File: config.mk
export PLATFORM = sky130hd
export DESIGN_NAME = gpio_lane_bank
export DESIGN_NICKNAME = d
export VERILOG_FILES = /design/src/rtl/gpio_lane_pkg.sv /design/src/rtl/gpio_lane_decode.sv /design/src/rtl/gpio_lane_reg.sv /design/src/rtl/gpio_in_sync.sv /design/src/rtl/gpio_lane_bank.sv
export SDC_FILE = /design/constraint.sdc
export NUM_CORES = 1
export LEC_CHECK = 0
export ABC_AREA = 1
export BUFFER_PORTS_ARGS = -buffer_cell sky130_fd_sc_hd__clkbuf_2
export CELL_PAD_IN_SITES_DETAIL_PLACEMENT = 1
export CELL_PAD_IN_SITES_GLOBAL_PLACEMENT = 2
export CORE_MARGIN = 5
export CORE_UTILIZATION = 28
export DETAILED_ROUTE_END_ITERATION = 12
export PLACE_DENSITY_LB_ADDON = 0.1
export SLEW_MARGIN = 20
export SYNTH_ARGS = -nofsm -noshare
export SYNTH_HDL_FRONTEND = slang
export SYNTH_SLANG_ARGS = --single-unit
File: constraint.sdc
create_clock -name clk -period 1.5 [get_ports clk]
set_clock_uncertainty 0.2 [all_clocks]
set_input_delay 0.075 -clock clk [delete_from_list [all_inputs] [get_ports clk]]
set_output_delay 0.075 -clock clk [all_outputs]
set_load 0.05 [all_outputs]
File: src/rtl/gpio_lane_pkg.sv
package gpio_lane_pkg;

    // Register targeted by a bus request after word decode.
    typedef enum logic [1:0] {
        SEL_NONE = 2'd0,
        SEL_DATA = 2'd1,
        SEL_DIR  = 2'd2
    } gpio_sel_e;

    localparam int LANE_BITS = 8;
    localparam int WORD_LSB  = 2;

endpackage

File: src/rtl/gpio_lane_decode.sv
module gpio_lane_decode
    import gpio_lane_pkg::*;
#(
    parameter int              ADDR_W    = 12,
    parameter logic [ADDR_W-1:0] BASE_ADDR = '0
) (
    input  logic [ADDR_W-1:0] addr,
    output gpio_sel_e         sel
);
    localparam int WORD_W = ADDR_W - WORD_LSB;
    localparam logic [WORD_W-1:0] DATA_WORD = BASE_ADDR[ADDR_W-1:WORD_LSB];
    localparam logic [WORD_W-1:0] DIR_WORD  = DATA_WORD + 1'b1;

    logic [WORD_W-1:0] word;

    always_comb begin
        word = addr[ADDR_W-1:WORD_LSB];
        if (word == DATA_WORD)
            sel = SEL_DATA;
        else if (word == DIR_WORD)
            sel = SEL_DIR;
        else
            sel = SEL_NONE;
    end

endmodule

File: src/rtl/gpio_lane_reg.sv
module gpio_lane_reg
    import gpio_lane_pkg::*;
#(
    parameter int                      LANES   = 4,
    parameter logic [LANES*8-1:0]      RST_VAL = '0
) (
    input  logic                 clk,
    input  logic                 rst_n,
    input  logic [LANES-1:0]     lane_en,
    input  logic [LANES*8-1:0]   wdata,
    output logic [LANES*8-1:0]   q
);
    localparam int WIDTH = LANES * LANE_BITS;

    logic [WIDTH-1:0] word_d, word_q;

    always_comb begin
        word_d = word_q;
        for (int i = 0; i < LANES; i++) begin
            if (lane_en[i])
                word_d[i*LANE_BITS +: LANE_BITS] = wdata[i*LANE_BITS +: LANE_BITS];
        end
    end

    always_ff @(posedge clk) begin
        if (!rst_n)
            word_q <= RST_VAL;
        else
            word_q <= word_d;
    end

    assign q = word_q;

    // a lane without its enable keeps its contents.
    for (genvar g = 0; g < LANES; g++) begin : g_lane_chk
        a_r2_lane_hold: assert property (@(posedge clk) disable iff (!rst_n)
            !lane_en[g] |=> $stable(word_q[g*LANE_BITS +: LANE_BITS]));
        a_r2_lane_load: assert property (@(posedge clk) disable iff (!rst_n)
            lane_en[g] |=> word_q[g*LANE_BITS +: LANE_BITS] == $past(wdata[g*LANE_BITS +: LANE_BITS]));
    end

endmodule

File: src/rtl/gpio_in_sync.sv
module gpio_in_sync #(
    parameter int WIDTH  = 32,
    parameter int STAGES = 2
) (
    input  logic             clk,
    input  logic             rst_n,
    input  logic [WIDTH-1:0] async_in,
    output logic [WIDTH-1:0] sync_out
);
    logic [WIDTH-1:0] stage_d [STAGES];
    logic [WIDTH-1:0] stage_q [STAGES];

    always_comb begin
        stage_d[0] = async_in;
        for (int s = 1; s < STAGES; s++)
            stage_d[s] = stage_q[s-1];
    end

    always_ff @(posedge clk) begin
        if (!rst_n) begin
            for (int s = 0; s < STAGES; s++)
                stage_q[s] <= '0;
        end else begin
            for (int s = 0; s < STAGES; s++)
                stage_q[s] <= stage_d[s];
        end
    end

    assign sync_out = stage_q[STAGES-1];

endmodule

File: src/rtl/gpio_lane_bank.sv
module gpio_lane_bank
    import gpio_lane_pkg::*;
#(
    parameter int                DATA_W    = 32,
    parameter int                ADDR_W    = 12,
    parameter logic [ADDR_W-1:0] BASE_ADDR = 12'h100,
    parameter int                SYNC_STG  = 2
) (
    input  logic                 clk,
    input  logic                 rst_n,
    input  logic [ADDR_W-1:0]    bus_addr,
    input  logic [DATA_W-1:0]    bus_wdata,
    input  logic [DATA_W/8-1:0]  bus_be,
    input  logic                 bus_rd_req,
    input  logic                 bus_wr_req,
    output logic [DATA_W-1:0]    bus_rdata,
    output logic                 bus_ack,
    input  logic [DATA_W-1:0]    pin_in,
    output logic [DATA_W-1:0]    pin_out,
    output logic [DATA_W-1:0]    pin_oe_n
);
    localparam int LANES = DATA_W / LANE_BITS;

    typedef struct packed {
        logic              ack;
        logic [DATA_W-1:0] rdata;
    } resp_t;

    resp_t             resp_d, resp_q;
    gpio_sel_e         sel;
    logic              wr_go, rd_go;
    logic [LANES-1:0]  data_en, dir_en;
    logic [DATA_W-1:0] data_q, dir_q, pins_sync;

    gpio_lane_decode #(
        .ADDR_W    (ADDR_W),
        .BASE_ADDR (BASE_ADDR)
    ) u_decode (
        .addr (bus_addr),
        .sel  (sel)
    );

    // Three-term lane enables: strobe AND register select AND byte enable.
    always_comb begin
        wr_go   = bus_wr_req;
        rd_go   = bus_rd_req & ~bus_wr_req;
        data_en = bus_be & {LANES{wr_go && (sel == SEL_DATA)}};
        dir_en  = bus_be & {LANES{wr_go && (sel == SEL_DIR)}};
    end

    gpio_lane_reg #(
        .LANES   (LANES),
        .RST_VAL ('0)
    ) u_data_reg (
        .clk     (clk),
        .rst_n   (rst_n),
        .lane_en (data_en),
        .wdata   (bus_wdata),
        .q       (data_q)
    );

    gpio_lane_reg #(
        .LANES   (LANES),
        .RST_VAL ({DATA_W{1'b1}})
    ) u_dir_reg (
        .clk     (clk),
        .rst_n   (rst_n),
        .lane_en (dir_en),
        .wdata   (bus_wdata),
        .q       (dir_q)
    );

    gpio_in_sync #(
        .WIDTH  (DATA_W),
        .STAGES (SYNC_STG)
    ) u_sync (
        .clk      (clk),
        .rst_n    (rst_n),
        .async_in (pin_in),
        .sync_out (pins_sync)
    );

    always_comb begin
        resp_d.ack   = bus_rd_req | bus_wr_req;
        resp_d.rdata = '0;
        if (rd_go) begin
            case (sel)
                SEL_DATA: resp_d.rdata = pins_sync;
                SEL_DIR:  resp_d.rdata = dir_q;
                default:  resp_d.rdata = '0;
            endcase
        end
    end

    always_ff @(posedge clk) begin
        if (!rst_n)
            resp_q <= '0;
        else
            resp_q <= resp_d;
    end

    assign bus_ack   = resp_q.ack;
    assign bus_rdata = resp_q.rdata;
    assign pin_out   = data_q;
    assign pin_oe_n  = dir_q;

    a_r5_ack_follows_req: assert property (@(posedge clk) disable iff (!rst_n)
        (bus_rd_req || bus_wr_req) |=> bus_ack);
    a_r5_no_spurious_ack: assert property (@(posedge clk) disable iff (!rst_n)
        !(bus_rd_req || bus_wr_req) |=> !bus_ack);
    a_r6_miss_no_update: assert property (@(posedge clk) disable iff (!rst_n)
        (sel == SEL_NONE) |=> ($stable(pin_out) && $stable(pin_oe_n)));
    a_r6_miss_zero: assert property (@(posedge clk) disable iff (!rst_n)
        (bus_rd_req && sel == SEL_NONE) |=> bus_rdata == '0);
    a_r8_write_wins: assert property (@(posedge clk) disable iff (!rst_n)
        (bus_rd_req && bus_wr_req) |=> bus_rdata == '0);
    a_r3_dir_readback: assert property (@(posedge clk) disable iff (!rst_n)
        (bus_rd_req && !bus_wr_req && sel == SEL_DIR) |=> bus_rdata == $past(pin_oe_n));
    a_r2_data_only_on_write: assert property (@(posedge clk) disable iff (!rst_n)
        !(bus_wr_req && sel == SEL_DATA) |=> $stable(pin_out));

endmodule

Word-level counts from Yosys, hierarchy flattened

Memories as Yosys holds them, arrays and structs flattened.
Cells that the tools add are included.

Eq/ne operators: 4
Mux-type cells: 7
Bitwise gates (word level): 7
Reductions and logical operators: 3

Operators with widths:

| kind                | number |
|---|---|
| $mux 32             | 2 |
| $pmux 32 s2         | 1 |
| $eq 10x7->1 const B | 2 |
| $and 4x4->4         | 2 |
| $mux 2              | 2 |
| $or 1x1->1          | 3 |
| $eq 2x1->1 const B  | 1 |
| $eq 2x2->1 const B  | 1 |
| $logic_and 1x1->1   | 2 |
| $mux 1              | 2 |
| $reduce_and 2->1    | 1 |
| $and 1x1->1         | 1 |
| $not 1->1           | 1 |

Flip-flop bits (word level): 97
Bits in writable memories: 64
Bits of input ports: 84
Output and inout port bits: 97
Logic and storage cells: 32
Memories: 1

Memories:

| name           | depth | width | read ports | clocked after memory_dff | write ports | RTL line           | RTL |
|---|---|---|---|---|---|---|---|
| u_sync.stage_q | 2     | 32    | 2          | 0                        | 2           | gpio_in_sync.sv:11 | `logic [WIDTH-1:0] stage_q [STAGES];` |

Depth between registers and ports, before layout

Depth in word-level cells: 6
Depth in mapped cells: 8
Depth with buffers taken out: 8

By module

From an unflattened synthesis, not the netlist that was laid out.

Cell total of the unflattened synthesis: 788
Area, all modules: 6015.8 µm²

Modules (own cells, without submodules):

| module                      | instances | cells each | area each (µm²) | seq. area each (µm²) |
|---|---|---|---|---|
| gpio_in_sync                | 1         | 199        | 1840.5          | 1281.2 |
| gpio_lane_bank              | 1         | 228        | 1606.5          | 660.6 |
| gpio_lane_reg at u_data_reg | 1         | 203        | 1365.1          | 640.6 |
| gpio_lane_reg at u_dir_reg  | 1         | 139        | 1129.8          | 640.6 |
| gpio_lane_decode            | 1         | 19         | 73.8            | 0.0 |

Least setup slack after synthesis

OpenSTA, ideal clock, no wires.

Path kind: input port to flip-flop
Start point: input port bus_addr[7]
End point: register u_data_reg.word_q[0], in the netlist u_data_reg.q[0]
Library setup time: 0.115 ns
Arrival time: 0.931 ns
Data required time: 1.185 ns
Path slack: 0.254 ns
Cell stages on the path: 6
Path buffers: 0
Cells stage by stage: nor2_1 nand2_1 nor2_4 nand4_1 nor2_1 nor2_1

Cells in the longest elaborated chain, start to end: 6
Elaborated cells on any way between the ends: 7
Classes of those cells: eq/ne: 3; mux: 2; bitwise: 1; reduce/logical: 1

Ends and longest elaborated chain:

| element               | RTL line               | RTL |
|---|---|---|
| start, declared       | gpio_lane_bank.sv:11   | `input logic [ADDR_W-1:0] bus_addr,` |
| $eq 10x7->1           | gpio_lane_decode.sv:20 | `else if (word == DIR_WORD)` |
| $mux 2                | gpio_lane_decode.sv:20 |  |
| $mux 2 (*)            | gpio_lane_decode.sv:18 | `if (word == DATA_WORD)` |
| $eq 2x1->1 (*)        | gpio_lane_bank.sv:47   | `data_en = bus_be & {LANES{wr_go && (sel == SEL_DATA)}};` |
| $logic_and 1x1->1 (*) | gpio_lane_bank.sv:47   |  |
| $and 4x4->4 (*)       | gpio_lane_bank.sv:47   |  |
| end signal, assigned  | gpio_lane_reg.sv:29    | `word_q <= word_d;` |
| end, declared         | gpio_lane_reg.sv:15    | `logic [WIDTH-1:0] word_d, word_q;` |

Mark *: on every way between the ends. The rest lies on a longest branch, timed or not.
A chain may end at the register's enable or synchronous reset.

Worst setup path after layout

Start point: register u_dir_reg.word_q[12], in the netlist u_dir_reg.q[12]
End point: output port pin_oe_n[12]

RTL lines:

| element                | RTL line             | RTL |
|---|---|---|
| start, declared        | gpio_lane_reg.sv:15  |  |
| start signal, assigned | gpio_lane_reg.sv:29  |  |
| end, declared          | gpio_lane_bank.sv:20 | `output logic [DATA_W-1:0] pin_oe_n` |

No word-level cell between the ends.

==> results summary <==
The final wirelength came out at around 19 mm. In this run the count of I/O pins placed on the die edge is about 180. The clock-pin transition on the worst setup and hold timing paths came out at 70 ps. The worst setup path is of the flop to output port kind.

Yosys printed 0 warnings. The clock network latency to the later pin of the worst-skew pair is around 430 ps. The final period utilization is between 90 and 100%.

For this run, the detailed router's first-pass iteration total came to 4. Once routing completed, OpenROAD measured the worst setup slack at between 50 and 60 ps. The cell row count is 51. The total global-route track usage came out at ~17%.

The area of the die is roughly 23000 sq um. For this configuration, the core starts out at a cell density of 28.5%. The total congestion overflow after global routing came out at 0. The cell class contributing the biggest share of worst-path delay is flip-flops. The number of distinct standard cells referenced by the synthesized netlist is 16.

The number of remaining DRC errors came out at 0. Summed over all cells, the static leakage comes to 0.00439 uW. The maximum fanout along the worst path came out at 3.

The library cell used most frequently in the layout, excluding fill and tap cells, is sky130_fd_sc_hd__nand2_1. The worst slew margin relative to its limit came out at between 60% and 70%. The number of antenna violations at the first check in global routing came out at 0. The number of slew-limit violations in the final report was 0.

The first-pass GRT wire length is 30.2 mm. STA classifies the critical path endpoint as an output port. The total number of H-tree levels is 4. The congestion estimate from routability-driven global placement came to just under 0.8. Hold is met by approximately 66 ps.

The placed wire-length estimate came out at between 10 and 15 mm. The vertical extent of the die came out at around 150 um. The remaining antenna violation count after routing is 0. The area of the multi-input gates came out at approximately 1800 sq um.

Timing analysis after detailed placement gives a worst setup slack of -47.6 ps. The filler cell count is approximately 2400. The signal on the critical path passes through clkbuf_2. The growth of design area from synthesis to finish is 56.3%. The final number of setup-violating endpoints is 0. The cell count after synthesis came out at slightly above 700. Setup repair after global routing left no endpoint under its margin. The worst hold path belongs to the class input pin to flop. The via count of the first global-routing pass was roughly 5900. The synthesized area is roughly 5500 sq um. The worst setup path is launched from a flop. Together, buffers and inverters on the worst path number 1.

The area share of the largest cell type after synthesis is between 50% and 60%. The repair_antennas step left the layout with diodes totalling 0. The core region is around 20000 sq um.

The tree built by TritonCTS fans out to 161 sinks. The via count of the routed design is between 5000 and 6000. The delay of the slowest critical-path stage is ~430 ps. A synthesized cell averages a little under 8 sq um. On the critical path, the stage with the largest delay is an instance of sky130_fd_sc_hd__dfxtp_1.

Cells fill between 40 and 50% of the core in the end. The final routed wire length divided by cell count came out at between 10 and 15 um. The net count of the mapped netlist is around 790.

No sink is reached through more buffers than the 2 on the longest clock path. Sorting the synthesized cells by area gives the leading types as sky130_fd_sc_hd__dfxtp_1 58%, sky130_fd_sc_hd__nand2_1 15%, sky130_fd_sc_hd__inv_1 6.9%, sky130_fd_sc_hd__nand3_1 5.8%, sky130_fd_sc_hd__nor2_1 4.7%. In this run the horizontal extent of the chip is 151 um. The highest clock frequency the design can meet came out at about 0.69 GHz. The area taken by flip-flops and latches is between 3000 and 4000 sq um.

The average via count per standard cell is ~4.2. Of all cell types, the one taking the most synthesized area is sky130_fd_sc_hd__dfxtp_1. The number of buffers created by CTS is 17.

The number of nets in the layout is ~1100. The endpoint arrival time on the critical path is 1170 ps. The number of flip-flops and latches in the synthesized netlist came out at roughly 160.

For flop-to-flop paths, the worst setup slack is 210 ps. The number of hold violations in the final report is 0. Leaving out fill and tap cells, the most frequent cells in the layout are 228 x sky130_fd_sc_hd__nand2_1, 172 x sky130_fd_sc_hd__clkbuf_2, 161 x sky130_fd_sc_hd__dfxtp_1. The share of the Yosys chip area taken by registers is between 50% and 60%.

The flow ran to the end, and the final reports show no timing, DRC or antenna violations. The proportion of layout cells with a drive suffix above 1 is between 20% and 30%. The number of DRC markers in iteration 0 came out at 231. VDD sags by at most between 0.7 and 0.8 mV. The pin slew with the least headroom to its limit came out at about 480 ps. The pin count of the biggest net entering global routing is 46. The buffer cell driving the clock tree root is sky130_fd_sc_hd__clkbuf_16. The count of port buffers added during placement is between 150 and 200.

TritonCTS built the clock tree. The tool flagged a number of max-cap violations equal to 0. The post-layout minimum cycle time is approximately 1400 ps. The power per cell area is ~1100 nW/um^2. The post-CTS setup buffer count is 0. The endpoint required time on the critical path came out at around 1200 ps.
## timing repair
| action | CTS | global route |
|---|---|---|
| endpoints found under the hold margin | 99 | 0 |
| endpoints found under the setup margin | 1 | 4 |
| hold buffers | 119 | 0 |
| gates resized for setup | 1 | 4 |
## final timing paths
| kind | cells past startpoint | end | start |
|---|---|---|---|
| max | 1 | pin_oe_n[12] | u_dir_reg.q[12] |
| min | 5 | bus_rdata[21] | bus_addr[3] |
| max reg2reg | 3 | u_sync.stage_q[0][35] | u_sync.stage_q[0][3] |
| min reg2reg | 2 | u_sync.stage_q[0][48] | u_sync.stage_q[0][16] |
## cell families (layout without fill, tap and decap cells)
| family | Yosys count | count (layout) | synth area share (%) |
|---|---|---|---|
| flops | 161 | 161 | 58.1 |
| simple gates | 383 | 383 | 29.4 |
| buf+inv | 130 | 451 | 9.45 |
| compound gates | 33 | 33 | 3.02 |
## where the power goes
group	internal [uW]	total, uW	switching (uW)	leakage, uW
combinational	330	606	276	0.00278
clock	2550	4530	1980	0.000298
sequential	4360	4380	22.0	0.00131
total	7230	9520	2280	0.00439
## registers in the layout (all words and copies together), names as in the netlist
signal	flops
u_sync.stage_q	64
u_dir_reg.q	32
bus_rdata	32
u_data_reg.q	32
bus_ack	1
## stage by stage
step	instances	instance area [sq um]	total power, uW	TNS (ps)
2_1_floorplan	707	5550	4630	0
3_3_place_gp	1142	6850	4830	-28.3
3_5_place_dp	1142	6850	4840	-228
4_1_cts	1293	8670	9650	0
5_1_grt	1293	8670	9900	0
6_report	1293	8670	9520	0
## cells in the mapped netlist
cell and n:
sky130_fd_sc_hd__dfxtp_1 161, sky130_fd_sc_hd__buf_6 3, sky130_fd_sc_hd__buf_4 1, sky130_fd_sc_hd__nand2_1 228, sky130_fd_sc_hd__inv_1 102, sky130_fd_sc_hd__nand3b_1 1
sky130_fd_sc_hd__clkbuf_1 16, sky130_fd_sc_hd__buf_2 8, sky130_fd_sc_hd__nor2_1 69, sky130_fd_sc_hd__nor3b_4 1, sky130_fd_sc_hd__a21oi_1 32, sky130_fd_sc_hd__nand3_1 64
sky130_fd_sc_hd__nor2_4 7, sky130_fd_sc_hd__nand3_4 1, sky130_fd_sc_hd__nand4_1 12, sky130_fd_sc_hd__o21a_1 1
## cell type report
| type | count | share of cell area [%] |
|---|---|---|
| Clock buffer | 17 | 4.91 |
| Clock inverter | 15 | 2.21 |
| Inverter | 102 | 4.41 |
| Multi-Input combinational cell | 416 | 20.8 |
| Sequential cell | 161 | 37.2 |
| Tap cell | 265 | 3.82 |
| Timing Repair Buffer | 317 | 26.6 |
## per-layer routing
| layer | global-route usage [%] | vias to the layer above | wire length, um |
|---|---|---|---|
| met5 | 0 | - | 0 |
| met4 | 6.07 | 0 | 314 |
| met3 | 3.58 | 24 | 1000 |
| met2 | 28.7 | 130 | 8940 |
| met1 | 21.7 | 2507 | 8800 |
| li1 | - | 2757 | - |
Power figures use the tool's default switching activity.
